$ cat src/rtl/rf_pkg.sv
package rf_pkg;

    // Default geometry of the register bank
    localparam int RF_WORD_BITS = 32;
    localparam int RF_ENTRIES   = 32;

    // Selects whether the bank carries a synchronous clear
    typedef enum logic {
        RF_NO_CLEAR   = 1'b0,
        RF_WITH_CLEAR = 1'b1
    } rf_clear_mode_e;

    localparam rf_clear_mode_e RF_CLEAR_DEFAULT = RF_WITH_CLEAR;

endpackage

$ cat src/rtl/rf_wr_decode.sv
// Turns the write index and enable into per-entry strobes.
// Entry 0 has no strobe: writes aimed there are dropped.
module rf_wr_decode #(
    parameter int ENTRIES = rf_pkg::RF_ENTRIES,
    parameter int IDX_W   = $clog2(ENTRIES)
) (
    input  logic               wr_en,
    input  logic [IDX_W-1:0]   wr_idx,
    output logic [ENTRIES-1:1] row_strobe
);

    for (genvar r = 1; r < ENTRIES; r++) begin : g_strobe
        assign row_strobe[r] = wr_en && (wr_idx == IDX_W'(r));
    end

endmodule

$ cat src/rtl/rf_storage.sv
// One word register per entry, updated on the falling clock edge.
// Entry 0 is a constant zero and holds no flops.
module rf_storage #(
    parameter int                     ENTRIES = rf_pkg::RF_ENTRIES,
    parameter int                     WORD_W  = rf_pkg::RF_WORD_BITS,
    parameter rf_pkg::rf_clear_mode_e CLEAR   = rf_pkg::RF_CLEAR_DEFAULT
) (
    input  logic                           clk,
    input  logic                           clr,
    input  logic [ENTRIES-1:1]             row_strobe,
    input  logic [WORD_W-1:0]              wr_data,
    output logic [ENTRIES-1:0][WORD_W-1:0] rows
);

    assign rows[0] = '0;

    for (genvar r = 1; r < ENTRIES; r++) begin : g_row
        logic [WORD_W-1:0] q;

        if (CLEAR == rf_pkg::RF_WITH_CLEAR) begin : g_clr
            always_ff @(negedge clk) begin
                if (clr) begin
                    q <= '0;
                end else if (row_strobe[r]) begin
                    q <= wr_data;
                end
            end
        end else begin : g_noclr
            always_ff @(negedge clk) begin
                if (row_strobe[r]) begin
                    q <= wr_data;
                end
            end
        end

        assign rows[r] = q;
    end

endmodule

$ cat src/rtl/rf_read_port.sv
// Combinational word selection for one read port.
module rf_read_port #(
    parameter int ENTRIES = rf_pkg::RF_ENTRIES,
    parameter int WORD_W  = rf_pkg::RF_WORD_BITS,
    parameter int IDX_W   = $clog2(ENTRIES)
) (
    input  logic [ENTRIES-1:0][WORD_W-1:0] rows,
    input  logic [IDX_W-1:0]               rd_idx,
    output logic [WORD_W-1:0]              rd_data
);

    localparam int SPAN = 1 << IDX_W;

    if (ENTRIES == SPAN) begin : g_full
        // Every index value names an entry
        always_comb begin
            rd_data = rows[rd_idx];
        end
    end else begin : g_partial
        // Indices past the last entry read as zero
        always_comb begin
            rd_data = '0;
            for (int e = 0; e < ENTRIES; e++) begin
                if (rd_idx == IDX_W'(e)) begin
                    rd_data = rows[e];
                end
            end
        end
    end

endmodule

$ cat src/rtl/regfile_2r1w.sv
// Register bank: two combinational read ports, one falling-edge write port.
module regfile_2r1w #(
    parameter int                     ENTRIES = rf_pkg::RF_ENTRIES,
    parameter int                     WORD_W  = rf_pkg::RF_WORD_BITS,
    parameter rf_pkg::rf_clear_mode_e CLEAR   = rf_pkg::RF_CLEAR_DEFAULT,
    parameter int                     IDX_W   = $clog2(ENTRIES)
) (
    input  logic              clk,
    input  logic              clr,
    input  logic              wr_en,
    input  logic [IDX_W-1:0]  wr_idx,
    input  logic [WORD_W-1:0] wr_data,
    input  logic [IDX_W-1:0]  rd_idx_a,
    input  logic [IDX_W-1:0]  rd_idx_b,
    output logic [WORD_W-1:0] rd_data_a,
    output logic [WORD_W-1:0] rd_data_b
);

    logic [ENTRIES-1:1]             row_strobe;
    logic [ENTRIES-1:0][WORD_W-1:0] rows;

    rf_wr_decode #(
        .ENTRIES (ENTRIES),
        .IDX_W   (IDX_W)
    ) u_dec (
        .wr_en      (wr_en),
        .wr_idx     (wr_idx),
        .row_strobe (row_strobe)
    );

    rf_storage #(
        .ENTRIES (ENTRIES),
        .WORD_W  (WORD_W),
        .CLEAR   (CLEAR)
    ) u_bank (
        .clk        (clk),
        .clr        (clr),
        .row_strobe (row_strobe),
        .wr_data    (wr_data),
        .rows       (rows)
    );

    rf_read_port #(
        .ENTRIES (ENTRIES),
        .WORD_W  (WORD_W),
        .IDX_W   (IDX_W)
    ) u_rd_a (
        .rows    (rows),
        .rd_idx  (rd_idx_a),
        .rd_data (rd_data_a)
    );

    rf_read_port #(
        .ENTRIES (ENTRIES),
        .WORD_W  (WORD_W),
        .IDX_W   (IDX_W)
    ) u_rd_b (
        .rows    (rows),
        .rd_idx  (rd_idx_b),
        .rd_data (rd_data_b)
    );

endmodule

$ cat config.mk
export PLATFORM = sky130hd
export DESIGN_NAME = regfile_2r1w
export DESIGN_NICKNAME = d
export VERILOG_FILES = /design/src/rtl/rf_pkg.sv /design/src/rtl/rf_wr_decode.sv /design/src/rtl/rf_storage.sv /design/src/rtl/rf_read_port.sv /design/src/rtl/regfile_2r1w.sv
export SDC_FILE = /design/constraint.sdc
export NUM_CORES = 2
export LEC_CHECK = 0
export BUFFER_PORTS_ARGS = -buffer_cell sky130_fd_sc_hd__buf_4
export CORE_MARGIN = 8
export CORE_UTILIZATION = 37
export CTS_CLUSTER_SIZE = 10
export DETAILED_ROUTE_END_ITERATION = 8
export PLACE_DENSITY = 0.61
export RECOVER_POWER = 25
export SYNTH_ARGS = -nofsm -noshare
export SYNTH_HDL_FRONTEND = slang
export SYNTH_SLANG_ARGS = --single-unit
$ cat constraint.sdc
create_clock -name clk -period 3.8 [get_ports clk]
set_clock_uncertainty 0.05 [all_clocks]
set_input_delay 0.95 -clock clk [delete_from_list [all_inputs] [get_ports clk]]
set_output_delay 0.95 -clock clk [all_outputs]
set_load 0.05 [all_outputs]
# After elaboration in Yosys (flattened, before gate mapping)

Index checks and enable logic that the tools add are counted.

Output and inout bits: 64
Logic and storage cells: 99
Bits of input ports: 50
Flip-flop bits (word level): 992

Order comparisons: 2
Reductions and logical operators: 31
Eq/ne operators: 31
Mux-type cells: 4

Operator list:

| cell               | number |
|---|---|
| $bmux 32 s5        | 2 |
| $eq 5x5->1 const B | 16 |
| $mux 32            | 2 |
| $eq 5x4->1 const B | 8 |
| $logic_and 1x1->1  | 31 |
| $eq 5x3->1 const B | 4 |
| $lt 5x6->1 const B | 2 |
| $eq 5x2->1 const B | 2 |
| $eq 5x1->1 const B | 1 |

# Logic depth before layout (Yosys ltp)

Depth after elaboration: 2
Gate-level depth with buffers: 9
Depth with buffers taken out: 4

# Cells and area by module

From an unflattened synthesis, not the netlist that was laid out.

Cells, all modules: 5702
Area, all modules: 54574.8 sq um

Modules (own cells, without submodules):

| module       | cells an instance | area an instance (sq um) | times used | seq. area each (sq um) |
|---|---|---|---|---|
| rf_storage   | 3340              | 36573.8                  | 1          | 19859.0 |
| rf_read_port | 1158              | 8887.3                   | 2          | 0.0 |
| rf_wr_decode | 46                | 226.5                    | 1          | 0.0 |

==> run_results.csv <==
group,metric,value,unit
logic_synthesis,avgSynthCellArea,8.65,um2
timing,tightest_slew,0.907,ns
cts,clkSlewWorstSetupHoldPaths,0.04,ns
global_route,grt_pass1_wl,313,mm
setup_path,r2r-start,"u_bank.g_row[2].q[7]$_SDFFE_NP0P_",
power_and_ir_drop,p_per_area,412,mW/mm2
cts,cts-root-buf,"clkbuf_16",
logic_synthesis,synth_seq_cells,992,
setup_path,start_kind,"register",
logic_synthesis,synth-seq-area-share,39.4,%
drt,wl,212,mm
cts,clockBufferDepth,3,
flow_run,drv_cap,0,
logic_synthesis,synth_area_leaders,"dfxtp_1 (39%), mux4_2 (17%), nand2_1 (15%)",
logic_synthesis,ys.warnings.count,0,
global_route,grt_max_degree,65,
placed_design,dp_hpwl,133,mm
logic_synthesis,yosysMostFrequentCell,"nand2_1",
logic_synthesis,syn-instance-count,5836,
min_path,holdPathEnd,"u_bank.g_row[23].q[4]$_SDFFE_NP0P_",
timing,maxSlewHeadroom,39.5,%
run_status,outcome,"finished with violations",
timing,rsz0062_at_grt,"yes",
min_path,worstHoldStart,"u_bank.g_row[23].q[4]$_SDFFE_NP0P_",
timing,setup_violations,487,
global_route,grt.overflow.total,0,
logic_synthesis,ys_types,31,
setup_path,crit_required,2.80,ns
setup_path,r2r_end,"u_bank.g_row[2].q[7]$_SDFFE_NP0P_",
drt,firstDrtPassIters,9,
placed_design,gp_congestion,0.902,
setup_path,critPathKind,"reg2out",
floorplanning,initial_utilization,37.2,%
min_path,hp-class,"reg2reg",
min_path,hold_path_depth,2,
cts,clk_latency,0.73,ns
logic_synthesis,async_flop_share,0,%
drt,avgViaCountPerCell,5.86,
drt,post_drt_wl_per_cell,23.9,um
cts,cts_buffers,114,
logic_synthesis,synth_edf_count,0,
setup_path,critPathMaxFanout,3,
logic_synthesis,yosysTopAreaCell,"dfxtp_1",
run_status,violations,"DRC, setup timing",
floorplanning,io-pin-count,114,
layout,fin_nets,7089,
logic_synthesis,syn-cell-area,0.0505,mm2
global_route,grt_usage,27.6,%
drt,detail-route-antenna-nets,0,
logic_synthesis,synth_nets,5886,
setup_path,rr_worst_depth,3,
layout,syn_to_final_growth,33.4,%
timing,hold_viol,0,
drt,drt_iter0_markers,6449,
global_route,antenna_found_initial,9,
placed_design,portBuffers,113,
layout,layout-drive-gt1-share,22.9,%
layout,top_regs,"u_bank.g_row.q (992)",
logic_synthesis,synthFlopType,"dfxtp_1",
power_and_ir_drop,p_leak,27.1,nW
layout,largest-register,"u_bank.g_row.q",
setup_path,endpoint_kind,"primary output",
floorplanning,die_h,385,um
setup_path,worstPathArrival,4.37,ns
floorplanning,die_w,385,um
layout,final_util,49.7,%
timing,slew_viol_final,0,
cts,cts_tree,"built",
timing,fin_ws,-1.57,ns
drt,via_count,51952,
drt,drc_errors,4,
setup_path,timing.reg2reg.setup_slack,3.02,ns
logic_synthesis,netlist.area_leader.share,39.4,%
layout,fillers,12586,
cts,cts_max_level,3,
floorplanning,rows,135,
floorplanning,coreArea,0.135,mm2
power_and_ir_drop,power,27.7,mW
floorplanning,floorplan.die_area,0.148,mm2
cts,clock_sinks,992,
power_and_ir_drop,peakVddDrop,439,uV
layout,largest_register_ff_count,992,
logic_synthesis,ys_top_cells_by_count,"nand2_1 (2018), a21oi_1 (992), dfxtp_1 (992), clkbuf_1 (462), mux4_2 (384)",
global_route,grt_pass1_vias,52566,
## report_power, final
part / switching [mW] / total, mW / internal (mW)
Combinational: 1.68 / 2.66 / 0.985
Clock: 7.39 / 14.4 / 7.02
Sequential: 0.0544 / 10.6 / 10.6
## how the worst max path moves through the flow
stage                                   startpoint            end  slack [ns]  cells after the start
2_1_floorplan   u_bank.g_row[29].q[0]$_SDFFE_NP0P_   rd_data_a[0]       -0.46                      4
4_1_cts        u_bank.g_row[28].q[13]$_SDFFE_NP0P_  rd_data_b[13]       -1.56                      6
3_5_place_dp    u_bank.g_row[31].q[0]$_SDFFE_NP0P_   rd_data_a[0]       -0.89                      6
6_report       u_bank.g_row[29].q[13]$_SDFFE_NP0P_  rd_data_b[13]       -1.57                      6
3_3_place_gp    u_bank.g_row[31].q[0]$_SDFFE_NP0P_   rd_data_a[0]       -0.90                      6
5_1_grt        u_bank.g_row[28].q[13]$_SDFFE_NP0P_  rd_data_b[13]       -1.59                      6
## through the flow
step / hold WS [ns] / TNS (ns) / setup slack [ns] / std cells / area (um2)
CTS: 0.408 / -92.81 / -1.56 / 8863 / 67500
global route: 0.422 / -111.74 / -1.59 / 8863 / 67300
finish: 0.405 / -113.61 / -1.57 / 8865 / 67300
floorplan: 0.392 / -223.03 / -0.465 / 5836 / 52000
detailed placement: 0.407 / -493.06 / -0.889 / 7713 / 59600
global placement: 0.397 / -478.60 / -0.900 / 7713 / 59600
## cell families (layout without fill, tap and decap cells)
logic type | after synthesis | after routing | share of synthesized area [%]
AND/OR/NAND/NOR | 2145 | 2145 | 16.6
AO/OA/AOI/OAI | 1440 | 1440 | 16.5
flip-flops | 992 | 992 | 39.4
multiplexers | 640 | 640 | 22.4
buffers and inverters | 619 | 1865 | 5.13
other | 0 | 2 | 0
## worst max-delay path, cell delays in order (launching register included)
cell     delay, ns
dfxtp_2       0.32
mux4_2        0.47
a22o_1        0.25
o21ai_2       0.22
buf_6         0.15
o31ai_4       0.10
buf_6         0.20
## what timing repair did
| action | CTS | global route |
|---|---|---|
| setup endpoints to repair | 64 | 64 |
| resized for setup | 217 | 52 |
| pin swaps | 106 | 40 |
| buffers inserted | 1 | 0 |
| hold buffers | 0 | 0 |
## layer usage
metal	wire length, um	GRT usage [%]	up-vias
met4	10900	15.9	10
li1	-	-	22811
met5	66	0	-
met2	94800	41.6	3356
met3	25700	9.06	632
met1	80300	34.5	25143
## layout make-up
type / instances / area (um2) / share of cell area, %
sequential: 992 / 20000 / 29.7
clock buffer: 114 / 2850 / 4.24
multi-input combinational: 4225 / 30000 / 44.6
clock inverter: 1037 / 4120 / 6.12
timing repair buffer: 712 / 8090 / 12.0
antenna: 2 / 5.00 / 0.00744
inverter: 2 / 7.51 / 0.0112
tap: 1781 / 2230 / 3.31
## placed cells by master (no fill, tap or decap), types with 82 or more instances in the layout
| cell type | n |
|---|---|
| dfxtp_1 | 910 |
| a22o_1 | 150 |
| dfxtp_2 | 82 |
| buf_12 | 194 |
| buf_6 | 89 |
| mux2i_1 | 185 |
| a21oi_1 | 992 |
| mux4_2 | 384 |
| clkbuf_16 | 114 |
| nand2_1 | 2005 |
| inv_1 | 1021 |
| buf_4 | 386 |
No activity file was read; power rests on OpenSTA's default activity.
